**src/rtl/dtpwm_pkg.sv**
```systemverilog
package dtpwm_pkg;
  // Counter width for a sawtooth of the given period (at least 1 bit).
  function automatic int unsigned saw_width(input int unsigned period);
    return (period > 2) ? $clog2(period) : 1;
  endfunction
endpackage

```
**src/rtl/dtpwm_saw.sv**
```systemverilog
module dtpwm_saw #(
  parameter int PERIOD = 3334,
  parameter int PW     = 12
) (
  input  logic          clk,
  input  logic          rst,
  output logic [PW-1:0] cnt_o,
  output logic          wrap_o,
  output logic          zero_o
);
  localparam logic [PW-1:0] LAST = PW'(PERIOD - 1);

  assign wrap_o = (cnt_o == LAST);
  assign zero_o = (cnt_o == '0);

  always_ff @(posedge clk) begin
    if (rst)         cnt_o <= '0;
    else if (wrap_o) cnt_o <= '0;
    else             cnt_o <= cnt_o + 1'b1;
  end

  assert_cnt_range_R1: assert property (@(posedge clk) disable iff (rst)
    cnt_o <= LAST);
  assert_wrap_to_zero_R1: assert property (@(posedge clk) disable iff (rst)
    (cnt_o == LAST) |=> (cnt_o == '0));
endmodule

```
**src/rtl/dtpwm_sample.sv**
```systemverilog
module dtpwm_sample #(
  parameter int PERIOD = 3334,
  parameter int CW     = 13
) (
  input  logic          clk,
  input  logic          rst,
  input  logic          wrap_i,
  input  logic [CW-1:0] ctrl_i,
  input  logic [CW-1:0] dz_i,
  output logic [CW-1:0] ctrl_q,
  output logic [CW-1:0] lim_q
);
  localparam logic [CW-1:0] PER_C = CW'(PERIOD);

  // Ceiling word -> off threshold on the shared sawtooth.
  logic [CW-1:0] lim_d;
  assign lim_d = (dz_i >= PER_C) ? '0 : (PER_C - dz_i);

  always_ff @(posedge clk) begin
    if (rst) begin
      ctrl_q <= '1;          // all ones >= PERIOD: fully off
      lim_q  <= '0;
    end else if (wrap_i) begin
      ctrl_q <= ctrl_i;
      lim_q  <= lim_d;
    end
  end

  assert_hold_midperiod_R5: assert property (@(posedge clk) disable iff (rst)
    !wrap_i |=> ($stable(ctrl_q) && $stable(lim_q)));
endmodule

```
**src/rtl/dtpwm_merge.sv**
```systemverilog
module dtpwm_merge #(
  parameter int PW = 12,
  parameter int CW = 13
) (
  input  logic          clk,
  input  logic          rst,
  input  logic [PW-1:0] cnt_i,
  input  logic          zero_i,
  input  logic [CW-1:0] ctrl_q,
  input  logic [CW-1:0] lim_q,
  output logic          drive_o,
  output logic          start_o
);
  logic [CW-1:0] cnt_x;
  logic          off_loop, off_ceiling;

  assign cnt_x       = CW'(cnt_i);
  assign off_loop    = (cnt_x < ctrl_q);
  assign off_ceiling = (cnt_x < lim_q);

  always_ff @(posedge clk) begin
    if (rst) begin
      drive_o <= 1'b0;
      start_o <= 1'b0;
    end else begin
      drive_o <= !(off_loop || off_ceiling);
      start_o <= zero_i;
    end
  end

  assert_contiguous_pulse_R4: assert property (@(posedge clk) disable iff (rst)
    drive_o |=> (drive_o || start_o));
  assert_reset_off_R7: assert property (@(posedge clk)
    rst |=> (!drive_o && !start_o));
endmodule

```
**src/rtl/dtpwm_top.sv**
```systemverilog
module dtpwm_top #(
  parameter int PERIOD = 3334,
  localparam int PW    = dtpwm_pkg::saw_width(PERIOD),
  localparam int CW    = PW + 1
) (
  input  logic          clk,
  input  logic          rst,
  input  logic [CW-1:0] ctrl_i,
  input  logic [CW-1:0] dz_i,
  output logic          drive_o,
  output logic          start_o
);
  logic [PW-1:0] cnt;
  logic          wrap, zero;
  logic [CW-1:0] ctrl_q, lim_q;

  dtpwm_saw #(.PERIOD(PERIOD), .PW(PW)) u_saw (
    .clk(clk), .rst(rst), .cnt_o(cnt), .wrap_o(wrap), .zero_o(zero));

  dtpwm_sample #(.PERIOD(PERIOD), .CW(CW)) u_sample (
    .clk(clk), .rst(rst), .wrap_i(wrap), .ctrl_i(ctrl_i), .dz_i(dz_i),
    .ctrl_q(ctrl_q), .lim_q(lim_q));

  dtpwm_merge #(.PW(PW), .CW(CW)) u_merge (
    .clk(clk), .rst(rst), .cnt_i(cnt), .zero_i(zero),
    .ctrl_q(ctrl_q), .lim_q(lim_q), .drive_o(drive_o), .start_o(start_o));
endmodule

```
**config.mk**
```make
export PLATFORM = sky130hd
export DESIGN_NAME = dtpwm_top
export DESIGN_NICKNAME = d
export VERILOG_FILES = /design/src/rtl/dtpwm_pkg.sv /design/src/rtl/dtpwm_saw.sv /design/src/rtl/dtpwm_sample.sv /design/src/rtl/dtpwm_merge.sv /design/src/rtl/dtpwm_top.sv
export SDC_FILE = /design/constraint.sdc
export NUM_CORES = 1
export LEC_CHECK = 0
export ABC_CLOCK_PERIOD_IN_PS = 2250
export BUFFER_PORTS_ARGS = -buffer_cell sky130_fd_sc_hd__buf_4
export CAP_MARGIN = 20
export CORE_MARGIN = 2
export CORE_UTILIZATION = 58
export DETAILED_ROUTE_END_ITERATION = 16
export HOLD_SLACK_MARGIN = 0.1
export PLACE_DENSITY = 0.88
export SLEW_MARGIN = 20
export SYNTH_ARGS = -nofsm -noshare
export SYNTH_HDL_FRONTEND = slang
export SYNTH_HIERARCHICAL = 1
export SYNTH_SLANG_ARGS = --single-unit
```
**constraint.sdc**
```tcl
create_clock -name clk -period 2.25 [get_ports clk]
set_input_delay 0.225 -clock clk [delete_from_list [all_inputs] [get_ports clk]]
set_output_delay 0.225 -clock clk [all_outputs]
set_load 0.05 [all_outputs]
```
==> key figures <==
Outcome
  • Status: finished, final reports clean

Synthesis
  • Synth warn: 6
  • Seq/Total Area, Yosys: 32.4%
  • Synth top area share: between 30% and 40%
  • Dominant synthesized flop cell: dfxtp_1
  • XOR/XNOR share of the synthesized area: ~3.2%
  • Simple-gate area share of the yosys netlist: about 19%
  • Post-synth ARST share: 0%
  • Compound-Gate Fraction of Synth Area: between 10% and 20%
  • Largest family of logic cells by synthesized area: compound AO/OA/AOI/OAI gates
  • Yosys cell types: 50
  • Mapped Area: between 2000 and 2500 um^2
  • Synth area leaders: dfxtp_1, ha_1, mux2i_1, inv_1, nand2_1
  • Adder-cell share of the synthesized area: between 10% and 20%
  • Count leader, synth: dfxtp_1
  • Most instantiated cells after synthesis: dfxtp_1, inv_1, ha_1, nand2_1, a21oi_1
  • Leading area contributor after synthesis: dfxtp_1
  • Post-synthesis mux area share: 5.26%
  • Flop and latch count out of synthesis: 40
  • Post-synth EDFFs: 0
  • Mapped Cells: between 200 and 300
  • Syn nets: 340
  • Syn avg cell area: slightly below 9 um^2

Critical path
  • Reg-to-Reg End: u_sample/ctrl_q[5]
  • CP Launch Type: flip-flop
  • CP Class: reg2reg
  • Reg2Reg Depth: 6
  • Critical Path Source: u_saw/cnt_o[3]
  • Worst path cell trace: nor4_1, nand2_1, nor2_2, buf_4, mux2i_1, nand2_1
  • Crit. End Element: flip-flop
  • Worst EP arrival: 2.05 ns
  • Peak fanout along the critical path: 11
  • Required time worst endpoint: 2.39 ns
  • Top cell by count, worst path: nand2_1
  • Reg2reg setup slack: about 0.34 ns
  • Critical path's largest stage delay: around 0.41 ns
  • Slowest CP cell: dfxtp_1
  • RR Startpoint: u_saw/cnt_o[3]

STA
  • Clock Skews: about 0.0051 ns
  • Fmax: 524 MHz
  • Setup tns final: 0 ns
  • Max Transition Viols Final: 0
  • Post-layout minimum cycle time: about 1.9 ns
  • RSZ-0062 raised after global routing: false
  • Final Hold Fails: 0
  • Final cycle utilization of the critical path: between 80% and 90%
  • Slew @ Worst Pin: 0.692 ns
  • Rel. slew slack: 53.8%
  • Final setup violation count: 0

Route
  • M1 WL: 2.46 mm
  • Met2 wire len: around 2.7 mm
  • Drt total wl: between 5 and 6 mm
  • Vias per inst: ~5.9
  • Detailed Route Iter0 Violations: 110
  • DRT antenna net count: 0
  • DRT Pass-1 Iters: 4
  • Via count: 2149
  • Top routing layer used: met4
  • Met3 wire len: around 170 um
  • Residual DRC count: 0
  • Wire per inst: 14.7 um

Placement
  • Port bufs: 29
  • Post-detail-place hpwl: between 3 and 4 mm
  • Placer Congestion: 0.851

CTS
  • Clk slew on worst S/H paths: ~0.080 ns
  • Post-CTS Setup Inserts: 0
  • CTS-repair resized insts: 0
  • CTS tree: yes
  • Root buffer cell: clkbuf_8
  • Worst skew pair latency: just under 0.3 ns
  • CTS buffer count: 5
  • Num Clock Sinks: 40
  • CTS H-Tree Depth: 2
  • CTS max path bufs: 2
  • Cts hold-fix bufs: 0

Die
  • # rows: 23
  • Die width: ~69 um
  • Die Y-Extent: slightly below 70 um
  • Die area: just under 5000 um^2
  • I/O pin count: 30
  • Starting Density: about 60%
  • Core Area: 4060 um^2

Global routing
  • Vias in the first global route: between 2k and 2.5k
  • Initial antenna violation count: 0
  • Total track usage: 23.3%
  • Grt total ovfl: 0
  • Largest net degree at the start of global routing: 24
  • First-pass GRT wire length: between 9 and 10 mm

Power and ir drop
  • Switching Fraction: 24.9%
  • Switching Power: approximately 0.34 mW
  • Seq pwr share: a little over half
  • Peak supply drop: 255 uV
  • Internal: slightly above 1 mW
  • Pwr/cell area: between 400 and 500 nW/um^2
  • Power consumption: 1.38 mW
  • Part of the power in combinational logic: 11.7%
  • Leakage: about 1.2 nW
  • Clock power share: a little over a third

Cells and area
  • Final nets: 369
  • Layout cells sized above 1: between 10% and 20%
  • # fillers: between 300 and 400
  • N_diodes: 0
  • Syn-to-layout area delta: 14.0%

Job
  • Max-cap viol count: 0

Min path
  • Hold path endpoint: u_sample/ctrl_q[10]
  • Worst hold start: ctrl_i[10]
  • HP Class: in2reg
  • Worst Hold Depth: 3
==> critical path: cells and delay by family (launching register included) <==
family        cells  cell delay (ns)
buf+inv           1             0.26
flops             1             0.41
mux               1             0.24
simple gates      4             0.84
==> cells by family (layout without fill, tap and decap cells) <==
kind of cell    after synthesis  count (layout)
simple gates                 83              83
compound gates               69              69
fa+ha+maj                    27              27
mux                          13              13
buf+inv                      44              74
flops                        40              40
xor+xnor                      9               9
==> power groups by stage <==
stage | Combinational [mW] | Sequential [mW] | Clock, mW
final | 0.162 | 0.723 | 0.498
after global routing | 0.180 | 0.725 | 0.523
after CTS | 0.162 | 0.723 | 0.502
after detailed placement | 0.159 | 0.740 | 0
after global placement | 0.157 | 0.739 | 0
after floorplan | 0.0856 | 0.743 | 0
==> worst max-delay path by stage <==
stage | endpoint | depth (start not counted)
floorplan | u_sample/ctrl_q[10] | 7
global placement | u_sample/ctrl_q[10] | 6
detailed placement | u_sample/ctrl_q[5] | 6
CTS | u_sample/ctrl_q[5] | 6
global route | u_sample/lim_q[7] | 6
finish | u_sample/ctrl_q[5] | 6
==> flip-flops by register name (all words and copies together), names as in the netlist <==
name,cells
u_sample/ctrl_q,13
u_sample/lim_q,13
u_saw/cnt_o,12
u_merge/drive_o,1
u_merge/start_o,1
==> layer usage <==
metal,vias up,track usage (%)
li1,1084,-
met1,1014,28.5
met2,45,41.6
met3,6,4.36
met4,0,6.54
met5,-,0
==> area by class of cell <==
cell class                      count  area [um^2]  share of cell area [%]
Multi-Input combinational cell    201         1500                    53.2
Timing Repair Buffer               32          240                    8.52
Tap cell                           50         62.6                    2.22
Clock buffer                        8         90.1                    3.19
Inverter                           34          128                    4.53
Sequential cell                    40          801                    28.4
==> per-stage QoR <==
stage          hold slack (ns)  cell area [um^2]  setup WS, ns  cells  util [%]
2_1_floorplan            0.297              2470         0.371    285         -
3_3_place_gp             0.439              2730         0.535    357      67.3
3_5_place_dp             0.448              2730         0.363    357      67.3
4_1_cts                  0.142              2820         0.355    365      69.5
5_1_grt                  0.150              2820         0.242    365      69.5
6_report                 0.143              2820         0.342    365      69.5
==> layout by cell type, fill, tap and decap left out, types with 2 or more instances in the layout <==
cell type and n:
o21ai_1 2, buf_4 32, a21oi_1 17, xnor2_1 3, or3_2 2, o211ai_1 2, o31ai_1 9, inv_1 34
a21o_1 4, clkbuf_1 2, nor2_1 14, or4_1 3, a211oi_1 5, nand4_1 3, dfxtp_1 40, nand3_1 15
ha_1 27, nand2_1 27, nor2b_1 3, xor2_1 6, o32ai_1 6, mux2i_1 13, nor4_1 2, o21ai_0 10
or3_1 4, clkbuf_8 6
Note: power is estimated with default switching activity, not from simulation.
